`src/rtl/std_search_pkg.sv`:
```
package std_search_pkg;

  localparam int STD_W = 3;
  typedef logic [STD_W-1:0] stdCode_t;
  localparam stdCode_t NO_STD = 3'b111;

  typedef enum logic [1:0] {
    S_SEARCH  = 2'd0,
    S_CONFIRM = 2'd1,
    S_LOCKED  = 2'd2
  } seqState_t;

  typedef struct packed {
    logic clrSearch;
    logic nextPhase;
    logic nextEntry;
    logic takePass;
    logic startConf;
    logic nextConf;
    logic lockStd;
    logic nextLoss;
    logic clrLoss;
    logic showCand;
  } searchStb_t;

  function automatic logic isNoStd(input stdCode_t code);
    return (code == 3'b110) || (code == 3'b111);
  endfunction

  function automatic logic [3:0] confFields(input logic [2:0] code);
    case (code)
      3'd0:    return 4'd1;
      3'd1:    return 4'd3;
      3'd2:    return 4'd7;
      default: return 4'd10;
    endcase
  endfunction

endpackage

```
`src/rtl/std_search_dp.sv`:
```
module std_search_dp
  import std_search_pkg::*;
#(
  parameter int NUM_ENTRIES  = 8,
  parameter int TRIAL_FIELDS = 2,
  parameter int LOSS_FIELDS  = 3
) (
  input  logic                         clk,
  input  logic                         rstN,
  input  logic [NUM_ENTRIES*STD_W-1:0] stdTable,
  input  logic [2:0]                   confCode,
  input  searchStb_t                   stb,
  output logic                         curTerm,
  output logic                         lastField,
  output logic                         lastEntry,
  output logic [1:0]                   passCnt,
  output logic                         confDone,
  output logic                         lossDone,
  output stdCode_t                     trialCode,
  output stdCode_t                     stdCode
);

  localparam int IDX_W  = (NUM_ENTRIES > 1) ? $clog2(NUM_ENTRIES) : 1;
  localparam int PH_W   = (TRIAL_FIELDS > 1) ? $clog2(TRIAL_FIELDS) : 1;
  localparam int LOSS_W = (LOSS_FIELDS > 1) ? $clog2(LOSS_FIELDS) : 1;

  stdCode_t           entryArr [NUM_ENTRIES];
  logic [IDX_W-1:0]   idx, nextIdx;
  logic [PH_W-1:0]    phase;
  logic [3:0]         confCnt;
  logic [LOSS_W-1:0]  lossCnt;
  stdCode_t           candCode;
  stdCode_t           curCode;

  for (genvar g = 0; g < NUM_ENTRIES; g++) begin : gUnpack
    assign entryArr[g] = stdTable[g*STD_W +: STD_W];
  end

  assign curCode   = entryArr[idx];
  assign nextIdx   = idx + 1'b1;
  assign curTerm   = isNoStd(curCode);
  assign lastField = (phase == PH_W'(TRIAL_FIELDS - 1));
  assign lastEntry = (idx == IDX_W'(NUM_ENTRIES - 1)) || isNoStd(entryArr[nextIdx]);
  assign confDone  = (confCnt == (confFields(confCode) - 4'd1));
  assign lossDone  = (lossCnt == LOSS_W'(LOSS_FIELDS - 1));
  assign trialCode = stb.showCand ? candCode : curCode;

  // table walk: entry index, field phase inside a trial
  always_ff @(posedge clk or negedge rstN) begin
    if (!rstN) begin
      idx   <= '0;
      phase <= '0;
    end else if (stb.clrSearch) begin
      idx   <= '0;
      phase <= '0;
    end else if (stb.nextEntry) begin
      idx   <= nextIdx;
      phase <= '0;
    end else if (stb.nextPhase) begin
      phase <= phase + 1'b1;
    end
  end

  // passing-entry tally and candidate capture
  always_ff @(posedge clk or negedge rstN) begin
    if (!rstN) begin
      passCnt  <= '0;
      candCode <= NO_STD;
    end else if (stb.clrSearch) begin
      passCnt  <= '0;
    end else if (stb.takePass) begin
      passCnt  <= (passCnt == 2'd2) ? 2'd2 : passCnt + 2'd1;
      candCode <= curCode;
    end
  end

  // confirmation and loss counters
  always_ff @(posedge clk or negedge rstN) begin
    if (!rstN) begin
      confCnt <= '0;
      lossCnt <= '0;
    end else begin
      if (stb.startConf || stb.clrSearch) confCnt <= '0;
      else if (stb.nextConf)              confCnt <= confCnt + 4'd1;
      if (stb.startConf || stb.clrLoss || stb.lockStd || stb.clrSearch) lossCnt <= '0;
      else if (stb.nextLoss)                                            lossCnt <= lossCnt + 1'b1;
    end
  end

  // published standard
  always_ff @(posedge clk or negedge rstN) begin
    if (!rstN)             stdCode <= NO_STD;
    else if (stb.clrSearch) stdCode <= NO_STD;
    else if (stb.lockStd)   stdCode <= candCode;
  end

  AST_CAND_VALID: assert property (@(posedge clk) disable iff (!rstN)
    stb.showCand |-> !isNoStd(candCode));

  AST_CONF_BOUND: assert property (@(posedge clk) disable iff (!rstN)
    confCnt < confFields(confCode) || $changed(confCode) || !stb.showCand);

endmodule

```
`src/rtl/std_search_ctrl.sv`:
```
module std_search_ctrl
  import std_search_pkg::*;
(
  input  logic       clk,
  input  logic       rstN,
  input  logic       fieldStb,
  input  logic       trialPass,
  input  logic       curTerm,
  input  logic       lastField,
  input  logic       lastEntry,
  input  logic [1:0] passCnt,
  input  logic       confDone,
  input  logic       lossDone,
  output searchStb_t stb,
  output logic       identified
);

  seqState_t state, stateNext;
  logic      singlePass;

  assign singlePass = (passCnt == 2'd1 && !trialPass) || (passCnt == 2'd0 && trialPass);
  assign identified = (state == S_LOCKED);

  always_comb begin
    stb          = '0;
    stateNext    = state;
    stb.showCand = (state != S_SEARCH);
    unique case (state)
      S_SEARCH: begin
        if (fieldStb && !curTerm) begin
          if (!lastField) begin
            stb.nextPhase = 1'b1;
          end else if (!lastEntry) begin
            stb.nextEntry = 1'b1;
            stb.takePass  = trialPass;
          end else if (singlePass) begin
            stb.takePass  = trialPass;
            stb.startConf = 1'b1;
            stateNext     = S_CONFIRM;
          end else begin
            stb.clrSearch = 1'b1;
          end
        end
      end
      S_CONFIRM: begin
        if (fieldStb) begin
          if (!trialPass) begin
            stb.clrSearch = 1'b1;
            stateNext     = S_SEARCH;
          end else if (confDone) begin
            stb.lockStd = 1'b1;
            stateNext   = S_LOCKED;
          end else begin
            stb.nextConf = 1'b1;
          end
        end
      end
      S_LOCKED: begin
        if (fieldStb) begin
          if (trialPass) begin
            stb.clrLoss = 1'b1;
          end else if (lossDone) begin
            stb.clrSearch = 1'b1;
            stateNext     = S_SEARCH;
          end else begin
            stb.nextLoss = 1'b1;
          end
        end
      end
      default: begin
        stb.clrSearch = 1'b1;
        stateNext     = S_SEARCH;
      end
    endcase
  end

  always_ff @(posedge clk or negedge rstN) begin
    if (!rstN) state <= S_SEARCH;
    else       state <= stateNext;
  end

  AST_NO_STROBE_HOLD: assert property (@(posedge clk) disable iff (!rstN)
    !fieldStb |=> state == $past(state));

  AST_LOCK_PATH: assert property (@(posedge clk) disable iff (!rstN)
    $rose(identified) |-> ($past(state) == S_CONFIRM && $past(trialPass) && $past(fieldStb)));

endmodule

```
`src/rtl/std_search_seq.sv`:
```
module std_search_seq
  import std_search_pkg::*;
#(
  parameter int NUM_ENTRIES  = 8,
  parameter int TRIAL_FIELDS = 2,
  parameter int LOSS_FIELDS  = 3
) (
  input  logic                         clk,
  input  logic                         rstN,
  input  logic                         fieldStb,
  input  logic                         trialPass,
  input  logic [NUM_ENTRIES*STD_W-1:0] stdTable,
  input  logic [2:0]                   confCode,
  output logic [STD_W-1:0]             trialCode,
  output logic                         identified,
  output logic [STD_W-1:0]             stdCode
);

  searchStb_t stb;
  logic       curTerm, lastField, lastEntry, confDone, lossDone;
  logic [1:0] passCnt;

  std_search_ctrl uCtrl (
    .clk        (clk),
    .rstN       (rstN),
    .fieldStb   (fieldStb),
    .trialPass  (trialPass),
    .curTerm    (curTerm),
    .lastField  (lastField),
    .lastEntry  (lastEntry),
    .passCnt    (passCnt),
    .confDone   (confDone),
    .lossDone   (lossDone),
    .stb        (stb),
    .identified (identified)
  );

  std_search_dp #(
    .NUM_ENTRIES  (NUM_ENTRIES),
    .TRIAL_FIELDS (TRIAL_FIELDS),
    .LOSS_FIELDS  (LOSS_FIELDS)
  ) uDp (
    .clk       (clk),
    .rstN      (rstN),
    .stdTable  (stdTable),
    .confCode  (confCode),
    .stb       (stb),
    .curTerm   (curTerm),
    .lastField (lastField),
    .lastEntry (lastEntry),
    .passCnt   (passCnt),
    .confDone  (confDone),
    .lossDone  (lossDone),
    .trialCode (trialCode),
    .stdCode   (stdCode)
  );

  AST_STD_IDLE: assert property (@(posedge clk) disable iff (!rstN)
    !identified |-> stdCode == NO_STD);

  AST_STD_VALID: assert property (@(posedge clk) disable iff (!rstN)
    identified |-> !isNoStd(stdCode));

endmodule

```
`config.mk`:
```
export PLATFORM = sky130hd
export DESIGN_NAME = std_search_seq
export DESIGN_NICKNAME = d
export VERILOG_FILES = /design/src/rtl/std_search_pkg.sv /design/src/rtl/std_search_dp.sv /design/src/rtl/std_search_ctrl.sv /design/src/rtl/std_search_seq.sv
export SDC_FILE = /design/constraint.sdc
export NUM_CORES = 1
export LEC_CHECK = 0
export BUFFER_PORTS_ARGS = -buffer_cell sky130_fd_sc_hd__buf_2
export CAP_MARGIN = 30
export CORE_ASPECT_RATIO = 1.2
export CORE_MARGIN = 2
export CORE_UTILIZATION = 53
export DETAILED_ROUTE_END_ITERATION = 8
export PLACE_DENSITY = 0.8
export SLEW_MARGIN = 0
export SYNTH_ARGS = -nofsm -noshare
export SYNTH_HDL_FRONTEND = slang
export SYNTH_HIERARCHICAL = 1
export SYNTH_SLANG_ARGS = --single-unit
```
`constraint.sdc`:
```
create_clock -name clk -period 3.1 [get_ports clk]
set_clock_uncertainty 0.05 [all_clocks]
set_input_delay 0.465 -clock clk [delete_from_list [all_inputs] [get_ports clk]]
set_output_delay 0.465 -clock clk [all_outputs]
set_load 0.02 [all_outputs]
```
==> results of run 1 <==
-- layout make-up --
| type | instances | area share [%] |
|---|---|---|
| repair buffers | 41 | 12.21 |
| clock buffers | 3 | 1.278 |
| flip-flops and latches | 20 | 28.89 |
| well taps | 34 | 2.413 |
| multi-input cells | 117 | 51.38 |
| clock inverters | 1 | 1.703 |
| inverters | 10 | 2.129 |
-- synthesized netlist by cell type --
cell	number	area share (%)
nand2_1	17	4.3
dfrtp_1	14	24
nor2_1	11	2.8
o21ai_1	11	3.7
inv_1	10	2.5
mux2i_1	10	6.8
ha_1	9	7.6
nor3_1	9	3.0
dfstp_2	6	11
xnor2_1	5	3.0
a21oi_1	4	1.4
mux4_1	4	7.1
nand3_1	4	1.4
nor2b_1	4	1.7
a211o_1	3	1.8
mux4_2	3	4.6
a31oi_1	2	0.84
clkbuf_1	2	0.51
nand2b_1	2	0.84
nor3b_1	2	1.0
xor2_1	2	1.2
a21boi_0	1	0.51
a41oi_1	1	0.59
and3_2	1	0.51
and4_2	1	0.68
buf_6	1	0.76
buf_8	1	1.0
nand4_1	1	0.42
nor4_2	1	0.84
o211a_1	1	0.68
o211ai_1	1	0.51
o21ai_0	1	0.34
o21bai_1	1	0.51
o22ai_1	1	0.42
or2_1	1	0.42
or2_2	1	0.42
or4_1	1	0.51
or4b_2	1	0.68
-- routing by layer --
layer  wire length [µm]  vias to the layer above  track usage, %  part of all wire [%]
met1               1270                      634           22.92                    38
met3                142                        7           2.632                   4.2
li1                   -                      630               -                     -
met4                 80                        0           10.99                   2.4
met2               1854                       48           45.39                    55
met5                  0                        -               0                     0
-- critical path, cell delays in order (launching register included) --
cell     delay (ns)
dfrtp_2        0.53
mux4_1         0.59
mux2i_1        0.28
nor2_1         0.15
nor3b_1        0.33
nand2_1        0.15
nor3_1         0.44
or4_1          0.21
nor2_1         0.05
-- stage by stage --
step	cells	total power [mW]	area [µm²]
floorplan	151	1.044	1481
global placement	222	1.184	1705
detailed placement	222	1.231	1705
CTS	226	1.455	1758
global route	226	1.561	1763
finish	226	1.455	1763
-- worst paths after layout --
path | start | end | slack, ns | depth (start not counted)
max reg2reg | uDp/idx[0]$_DFFE_PN0P_ | uDp/lossCnt[1]$_DFFE_PN0P_ | 0.21 | 8
min reg2reg | uDp/candCode[0]$_DFFE_PN1P_ | uDp/candCode[0]$_DFFE_PN1P_ | 0.44 | 2
min in group clk | uDp/candCode[0]$_DFFE_PN1P_ | uDp/candCode[0]$_DFFE_PN1P_ | 0.44 | 2
min | rstN | uDp/confCnt[3]$_DFFE_PN0P_ | 0.02 | 1
max | uDp/idx[0]$_DFFE_PN0P_ | uDp/lossCnt[1]$_DFFE_PN0P_ | 0.21 | 8
max in group asynchronous | rstN | uDp/stdCode[2]$_DFFE_PN1P_ | 2.62 | 1
-- state kept, by name (all words and copies together), names as in the netlist --
register	count
uCtrl/state	2
uDp/candCode	3
uDp/confCnt	4
uDp/idx	3
uDp/lastField	1
uDp/lossCnt	2
uDp/passCnt	2
uDp/stdCode	3
-- power breakdown --
part / internal, mW / leakage [nW] / switching (mW) / total (mW)
Clock: 0.131 / 0.0279 / 0.0932 / 0.224
Sequential: 0.383 / 0.249 / 0.124 / 0.507
Combinational: 0.346 / 0.535 / 0.378 / 0.724
-- cell families after synthesis --
group                      Yosys count
AOI/OAI and AO/OA                   27
xor gates and xnor gates             7
adders and majority gates            9
buffers and inverters               14
DFF                                 20
muxes                               17
and+or+nand+nor                     57
==> impl_metrics.json, run 1 <==
{
  "synth_nets": 191,
  "areaGrowthSynthToFinish_pct": 19.00,
  "drive_gt1_share_pct": 31.77,
  "syn_area_um2": 1481,
  "fillers": 240,
  "grt_pass1_wl_um": 5368,
  "drv_cap": 0,
  "layout_common_cells": "37 x buf_2, 17 x nand2_1, 13 x dfrtp_1",
  "finalHoldViolCount": 0,
  "final_common_cell": "buf_2",
  "regArea_um2": 509.2,
  "arrival_ns": 3.07,
  "vias": 1319,
  "postLayoutCoreUtil_pct": 64.51,
  "peakVddDrop_mv": 0.4014,
  "critPathRequiredTime_ns": 3.28,
  "hold_slack_ns": 0.02411,
  "synthAdderAreaFrac_pct": 7.601,
  "grt_max_degree": 21,
  "cts_hold_buf": 0,
  "synth_compound_area_share_pct": 11.23,
  "antenna_cells": 0,
  "endpoint_kind": "register",
  "via_per_inst": 5.836,
  "run_status": "completed",
  "cts_setup_buffers": 0,
  "tightest_slew_ns": 0.6250,
  "p_leak_nw": 0.8120,
  "grt_overflow": 0,
  "final_nets": 233,
  "p_per_area_nw_per_um2": 825.3,
  "synth.ff_latch_count": 20,
  "synth_xor_area_share_pct": 4.139,
  "syn_avg_cell_area_um2": 9.811,
  "max_freq_ghz": 0.3465,
  "muxShareOfSynthArea_pct": 18.41,
  "ys_types": 38,
  "cts_buffer_depth": 2,
  "antenna_left": 0,
  "io_buffers": 37,
  "rsz0062_at_grt": "no",
  "critical_path.max_fanout": 12,
  "cts_tree": "done",
  "setup_viol": 0,
  "io_pins": 38,
  "post-route-drc-count": 0,
  "multi_input_area_um2": 905.9,
  "wl_um": 3348,
  "rows": 21,
  "wl_per_cell_um": 14.81,
  "dieArea_um2": 3236,
  "slew_headroom_pct": 58.24,
  "cts.clk_slew.worst_paths_ns": 0.13,
  "hold_path.class": "in2async",
  "pre_cts_slack_ns": 0.1599,
  "fin_crit_ns": 2.886,
  "antenna_found_initial": 0,
  "drt_first_pass_iters": 4,
  "clockRootBuffer": "clkbuf_4",
  "synth_top_family_by_area": "simple AND/OR/NAND/NOR gates",
  "core_um2": 2733,
  "die_width_um": 52.26,
  "maxSlewViolCount": 0,
  "synth-simple-area-share_pct": 19.51,
  "syn_inst": 151,
  "start_util_pct": 54.21,
  "crit_path_start_kind": "register",
  "clock_latency_ns": 0.32,
  "setup_ws_ns": 0.2140,
  "grt_use_total_pct": 22.57,
  "htreeDepth": 1,
  "clock_sinks": 20,
  "drt_iter0_drc": 20,
  "ys_seq_area_share_pct": 34.29,
  "fin_tns_setup_ns": 0,
  "cts.repair.resized": 0,
  "die_h_um": 61.92,
  "critPathKind": "reg2reg",
  "place_congestion": 0.8552,
  "fin_crit_sh_pct": 93.10,
  "yosys_warnings": 6,
  "grt_pass1_vias": 1275,
  "cts_made_buffers": 3,
  "dp.final_hpwl_um": 2659
}
Power figures use the tool's default switching activity.
==> run 2, diff against run 1 <==
Settings changed: CORE_ASPECT_RATIO 1.2 to unset, CORE_UTILIZATION 53 to 47, PLACE_DENSITY 0.8 to 0.75.
Clock period 3.1 ns to 2.6 ns, I/O delays scaled along.
==> impl_metrics.json, run 2 (same netlist as run 1, synthesis figures left out) <==
{
  "endpoint_kind": "register",
  "cts_made_buffers": 3,
  "slew_headroom_pct": 59.93,
  "fin_cells": 247,
  "cts_tree": "done",
  "place_inst": 239,
  "grt_overflow": 0,
  "crit_path_start": "uDp/idx[0]$_DFFE_PN0P_",
  "rsz0062_at_grt": "no",
  "io_pins": 38,
  "dp.final_hpwl_um": 2522,
  "worstSetupEndpoint": "uDp/lossCnt[1]$_DFFE_PN0P_",
  "cts.clk_slew.worst_paths_ns": 0.11,
  "setup_viol": 0,
  "antenna_found_initial": 0,
  "largest_reg_flops": 4,
  "critPathRequiredTime_ns": 2.78,
  "final_common_cell": "buf_2",
  "wl_per_cell_um": 13.14,
  "finalHoldViolCount": 0,
  "core_um2": 3028,
  "grt_pass1_vias": 1267,
  "drive_gt1_share_pct": 39.90,
  "grt_pass1_wl_um": 5354,
  "crit_path_start_kind": "register",
  "reg2reg_from": "uDp/idx[0]$_DFFE_PN0P_",
  "postLayoutCellArea_um2": 1877,
  "reg2reg_setup_slack_ns": 0.07,
  "die_h_um": 60.14,
  "hold_path.class": "in2reg",
  "run_status": "completed",
  "fin_crit_sh_pct": 97.12,
  "maxSlewViolCount": 0,
  "placed_cell_area_um2": 1770,
  "die_width_um": 60.14,
  "antenna_left": 0,
  "areaGrowthSynthToFinish_pct": 26.69,
  "drt_first_pass_iters": 4,
  "critical_path.max_fanout": 4,
  "place_congestion": 0.8198,
  "tightest_slew_ns": 0.5998,
  "layout_common_cells": "37 x buf_2, 16 x nand2_1, 14 x dfrtp_1",
  "p_leak_nw": 0.8450,
  "grt_use_total_pct": 19.68,
  "post-route-drc-count": 0,
  "drv_cap": 0,
  "antenna_cells": 0,
  "top_register": "uDp/confCnt",
  "max_freq_ghz": 0.3960,
  "critPathKind": "reg2reg",
  "grt_max_degree": 21,
  "postLayoutCoreUtil_pct": 61.98,
  "rr_endpoint": "uDp/lossCnt[1]$_DFFE_PN0P_",
  "clockRootBuffer": "clkbuf_4",
  "dieArea_um2": 3617,
  "rows": 20,
  "io_buffers": 37,
  "final_nets": 244,
  "peakVddDrop_mv": 0.5107,
  "fin_crit_ns": 2.525,
  "start_util_pct": 48.93,
  "fillers": 242,
  "htreeDepth": 1,
  "p_per_area_nw_per_um2": 956.9,
  "drt_iter0_drc": 52,
  "clock_latency_ns": 0.29,
  "vias": 1308,
  "arrival_ns": 2.70,
  "via_per_inst": 5.296,
  "ff2ff_path_depth": 8,
  "wl_um": 3246,
  "cts_buffer_depth": 2,
  "clock_sinks": 20
}
[run 2: cell types whose count changed in the layout (fill, tap and decap cells not counted), moves of 2 or more]
cell | previous run | this run
buf_4 | 4 | 13
ha_1 | 9 | 7
mux4_2 | 3 | 5
mux4_1 | 4 | 2
nor2_1 | 11 | 9
nor2_2 | 0 | 2
[run 2: timing repair]
action / in CTS / in global routing
gates resized for setup: 6 / 10
endpoints found under the setup margin: 15 / 19
hold endpoints to repair: 14 / 0
pin swaps: 0 / 5
setup buffers: 0 / 3
hold buffers: 1 / 0
[run 2: power by group]
group          internal, mW  switching [mW]  total [mW]
Clock                0.0596          0.0897       0.149
Sequential            0.456           0.105       0.561
Combinational         0.553           0.533        1.09
[run 2: layout make-up]
| type | instances | area [µm²] | share of cell area, % |
|---|---|---|---|
| clock buffer | 4 | 26.28 | 1.400 |
| inverter | 10 | 37.54 | 2.000 |
| multi-input combinational | 117 | 942.2 | 50.20 |
| sequential | 20 | 508.0 | 27.07 |
| tap | 44 | 55.05 | 2.933 |
| timing repair buffer | 52 | 307.8 | 16.40 |
[run 2: stage by stage]
| step | power (mW) | hold WS [ns] | TNS [ns] | setup slack, ns |
|---|---|---|---|---|
| floorplan | 1.245 | 0.04441 | 0 | 0.005493 |
| global placement | 1.486 | 0.3039 | 0 | 0.07300 |
| detailed placement | 1.535 | 0.3173 | -0.5875 | -0.1128 |
| CTS | 1.722 | 0.3937 | 0 | 0.03252 |
| global route | 1.954 | 0.4212 | 0 | 0.0003444 |
| finish | 1.796 | 0.4190 | 0 | 0.07492 |
[run 2: worst max-delay path, stage by stage, from the launching register on]
cell and delay [ns]:
dfrtp_1 0.42, ha_2 0.20, ha_4 0.27, mux4_2 0.49, or2_4 0.25, nand2_2 0.07, o21ai_2 0.08, or4_4 0.54
nor2_2 0.09
[run 2: worst min-delay path by stage]
stage,start,to,slack [ns],cells after the start
finish,trialPass,uCtrl/state[1]$_DFFE_PN0P_,0.42,3
floorplan,rstN,uCtrl/state[0]$_DFFE_PN0P_,0.04,0
global route,trialPass,uCtrl/state[1]$_DFFE_PN0P_,0.42,3
global placement,rstN,uCtrl/state[0]$_DFFE_PN0P_,0.30,1
CTS,trialPass,uCtrl/state[1]$_DFFE_PN0P_,0.39,3
detailed placement,rstN,uCtrl/state[0]$_DFFE_PN0P_,0.32,1
[run 2: layer usage]
metal / wire (µm) / track usage [%] / vias to the layer above
met5: 0 / 0 / -
met4: 27 / 5.079 / 0
met3: 102 / 3.463 / 2
met2: 1734 / 35.56 / 25
met1: 1381 / 23.91 / 630
li1: - / - / 651
==> run 3, diff against run 2 <==
Settings changed: GPL_TIMING_DRIVEN set to 0, RECOVER_POWER set to 25.
==> impl_metrics.json, run 3 (same netlist as run 1, synthesis figures left out) <==
{
  "cts_tree": "done",
  "grt_max_degree": 21,
  "cts_buffer_depth": 2,
  "grt_pass1_wl_um": 5727,
  "swShare_pct": 42.83,
  "slew_headroom_pct": 23.85,
  "clock_latency_ns": 0.31,
  "clock_sinks": 20,
  "hold_path.class": "in2reg",
  "antenna_found_initial": 0,
  "max_freq_ghz": 0.3782,
  "io_pins": 38,
  "antenna_cells": 0,
  "drt_iter0_drc": 78,
  "io_buffers": 37,
  "drive_gt1_share_pct": 42.57,
  "p_int_mw": 1.170,
  "maxSlewViolCount": 0,
  "multi_input_area_um2": 1025,
  "place_congestion": 0.7802,
  "cts_made_buffers": 3,
  "grt_pass1_vias": 1383,
  "areaGrowthSynthToFinish_pct": 32.94,
  "critPathSlowestCell": "mux4_2",
  "core_um2": 3028,
  "arrival_ns": 2.80,
  "dieArea_um2": 3617,
  "critPathRequiredTime_ns": 2.76,
  "post-route-drc-count": 0,
  "die_h_um": 60.14,
  "critical_path.max_fanout": 3,
  "total_power_mw": 2.047,
  "peakVddDrop_mv": 0.4802,
  "setup_viol": 4,
  "grt_overflow": 0,
  "tightest_slew_ns": 1.142,
  "critPathKind": "reg2reg",
  "p_per_area_nw_per_um2": 1040,
  "max_stage_delay_ns": 0.49,
  "wl_um": 4013,
  "endpoint_kind": "register",
  "fin_cells": 246,
  "grt_use_total_pct": 21.83,
  "final_common_cell": "buf_2",
  "pre_cts_slack_ns": -0.4479,
  "top_register": "uDp/confCnt",
  "pwr-share-comb_pct": 62.3,
  "clockPowerShare_pct": 9.2,
  "dp.final_hpwl_um": 2645,
  "wl_per_cell_um": 16.31,
  "fillers": 246,
  "rows": 20,
  "finalHoldViolCount": 0,
  "crit_chain": "ha_4 > ha_4 > mux4_2 > or2_4 > buf_4 > o21ai_1 > and3_4 > mux2i_1 > nor2_1",
  "largest_reg_flops": 4,
  "drv_cap": 0,
  "seqPwrFrac_pct": 28.5,
  "regArea_um2": 509.2,
  "switchingPower_uw": 876.9,
  "fin_crit_sh_pct": 101.7,
  "antenna_left": 0,
  "p_leak_nw": 0.8594,
  "setup_ws_ns": -0.04398,
  "cts.clk_slew.worst_paths_ns": 0.12,
  "fin_crit_ns": 2.644,
  "die_width_um": 60.14,
  "rsz0062_at_grt": "yes",
  "crit_path_start_kind": "register",
  "run_status": "finished, violations left",
  "place_inst": 232,
  "path_common_cell": "ha_4",
  "start_util_pct": 48.93,
  "layout_common_cells": "36 x buf_2, 16 x nand2_1, 13 x dfrtp_1",
  "clockRootBuffer": "clkbuf_4",
  "vias": 1406,
  "drt_first_pass_iters": 4,
  "htreeDepth": 1,
  "violations": "setup timing",
  "via_per_inst": 5.715,
  "final_nets": 243
}
## run 3: cell count changes in the layout (fill, tap and decap cells not counted), sizes merged
cell	change
clkbuf	+3
buf	-4
## run 3: final timing paths
kind	from	to	slack, ns	cells past startpoint
max in group asynchronous	rstN	uDp/idx[1]$_DFFE_PN0P_	1.00	2
min	trialPass	uCtrl/state[1]$_DFFE_PN0P_	0.39	3
max	uDp/idx[1]$_DFFE_PN0P_	uDp/passCnt[1]$_DFFE_PN0P_	-0.04	9
max reg2reg	uDp/idx[1]$_DFFE_PN0P_	uDp/passCnt[1]$_DFFE_PN0P_	-0.04	9
min reg2reg	uDp/candCode[0]$_DFFE_PN1P_	uDp/candCode[0]$_DFFE_PN1P_	0.45	2
min in group asynchronous	rstN	uDp/lossCnt[0]$_DFFE_PN0P_	0.75	2
## run 3: layer usage
metal	part of all wire, %	wire [µm]	track usage [%]
met3	4.2	169	4.329
met1	37	1497	23.05
met2	55	2218	39.29
met5	0	0	0
met4	3.2	127	13.33
## run 3: area by class of cell
| class | instances | share of cell area (%) |
|---|---|---|
| Buffer | 4 | 2.287 |
| Clock buffer | 4 | 1.842 |
| Inverter | 10 | 1.906 |
| Multi-Input combinational cell | 117 | 52.03 |
| Sequential cell | 20 | 25.86 |
| Tap cell | 44 | 2.795 |
| Timing Repair Buffer | 47 | 13.28 |
## run 3: timing repair
action                                  4_1_cts  5_1_grt
endpoints found under the setup margin       18       15
pin swaps                                     1       10
gates resized for setup                      17       20
endpoints found under the hold margin        14        0
hold buffers                                  1        0
setup buffers                                 1        8
## run 3: per-stage QoR
step | hold slack, ns | cell area [µm²] | setup TNS [ns] | util [%]
2_1_floorplan | 0.04441 | 1481 | 0 | -
3_3_place_gp | 0.3068 | 1722 | -3.260 | 56.86
3_5_place_dp | 0.3192 | 1722 | -5.573 | 56.86
4_1_cts | 0.3779 | 1844 | -0.02141 | 60.91
5_1_grt | 0.3828 | 1969 | -0.4909 | 65.04
6_report | 0.3937 | 1969 | -0.1048 | 65.04
## run 3: power by group through the flow
stage                     combinational (mW)  sequential, mW  clock, mW
after floorplan                        0.670           0.575          0
after global placement                 0.872           0.558          0
after detailed placement               0.913           0.572          0
after CTS                               1.01           0.566      0.190
after global routing                    1.38           0.598      0.205
final                                   1.28           0.583      0.188
## run 3: worst max-delay path: cells and delay by family, from the launching register on
family / cells / cell delay, ns
mux: 2 / 0.70
buf+inv: 1 / 0.14
compound gates: 1 / 0.10
simple gates: 3 / 0.63
fa+ha+maj: 2 / 0.45
flops: 1 / 0.46
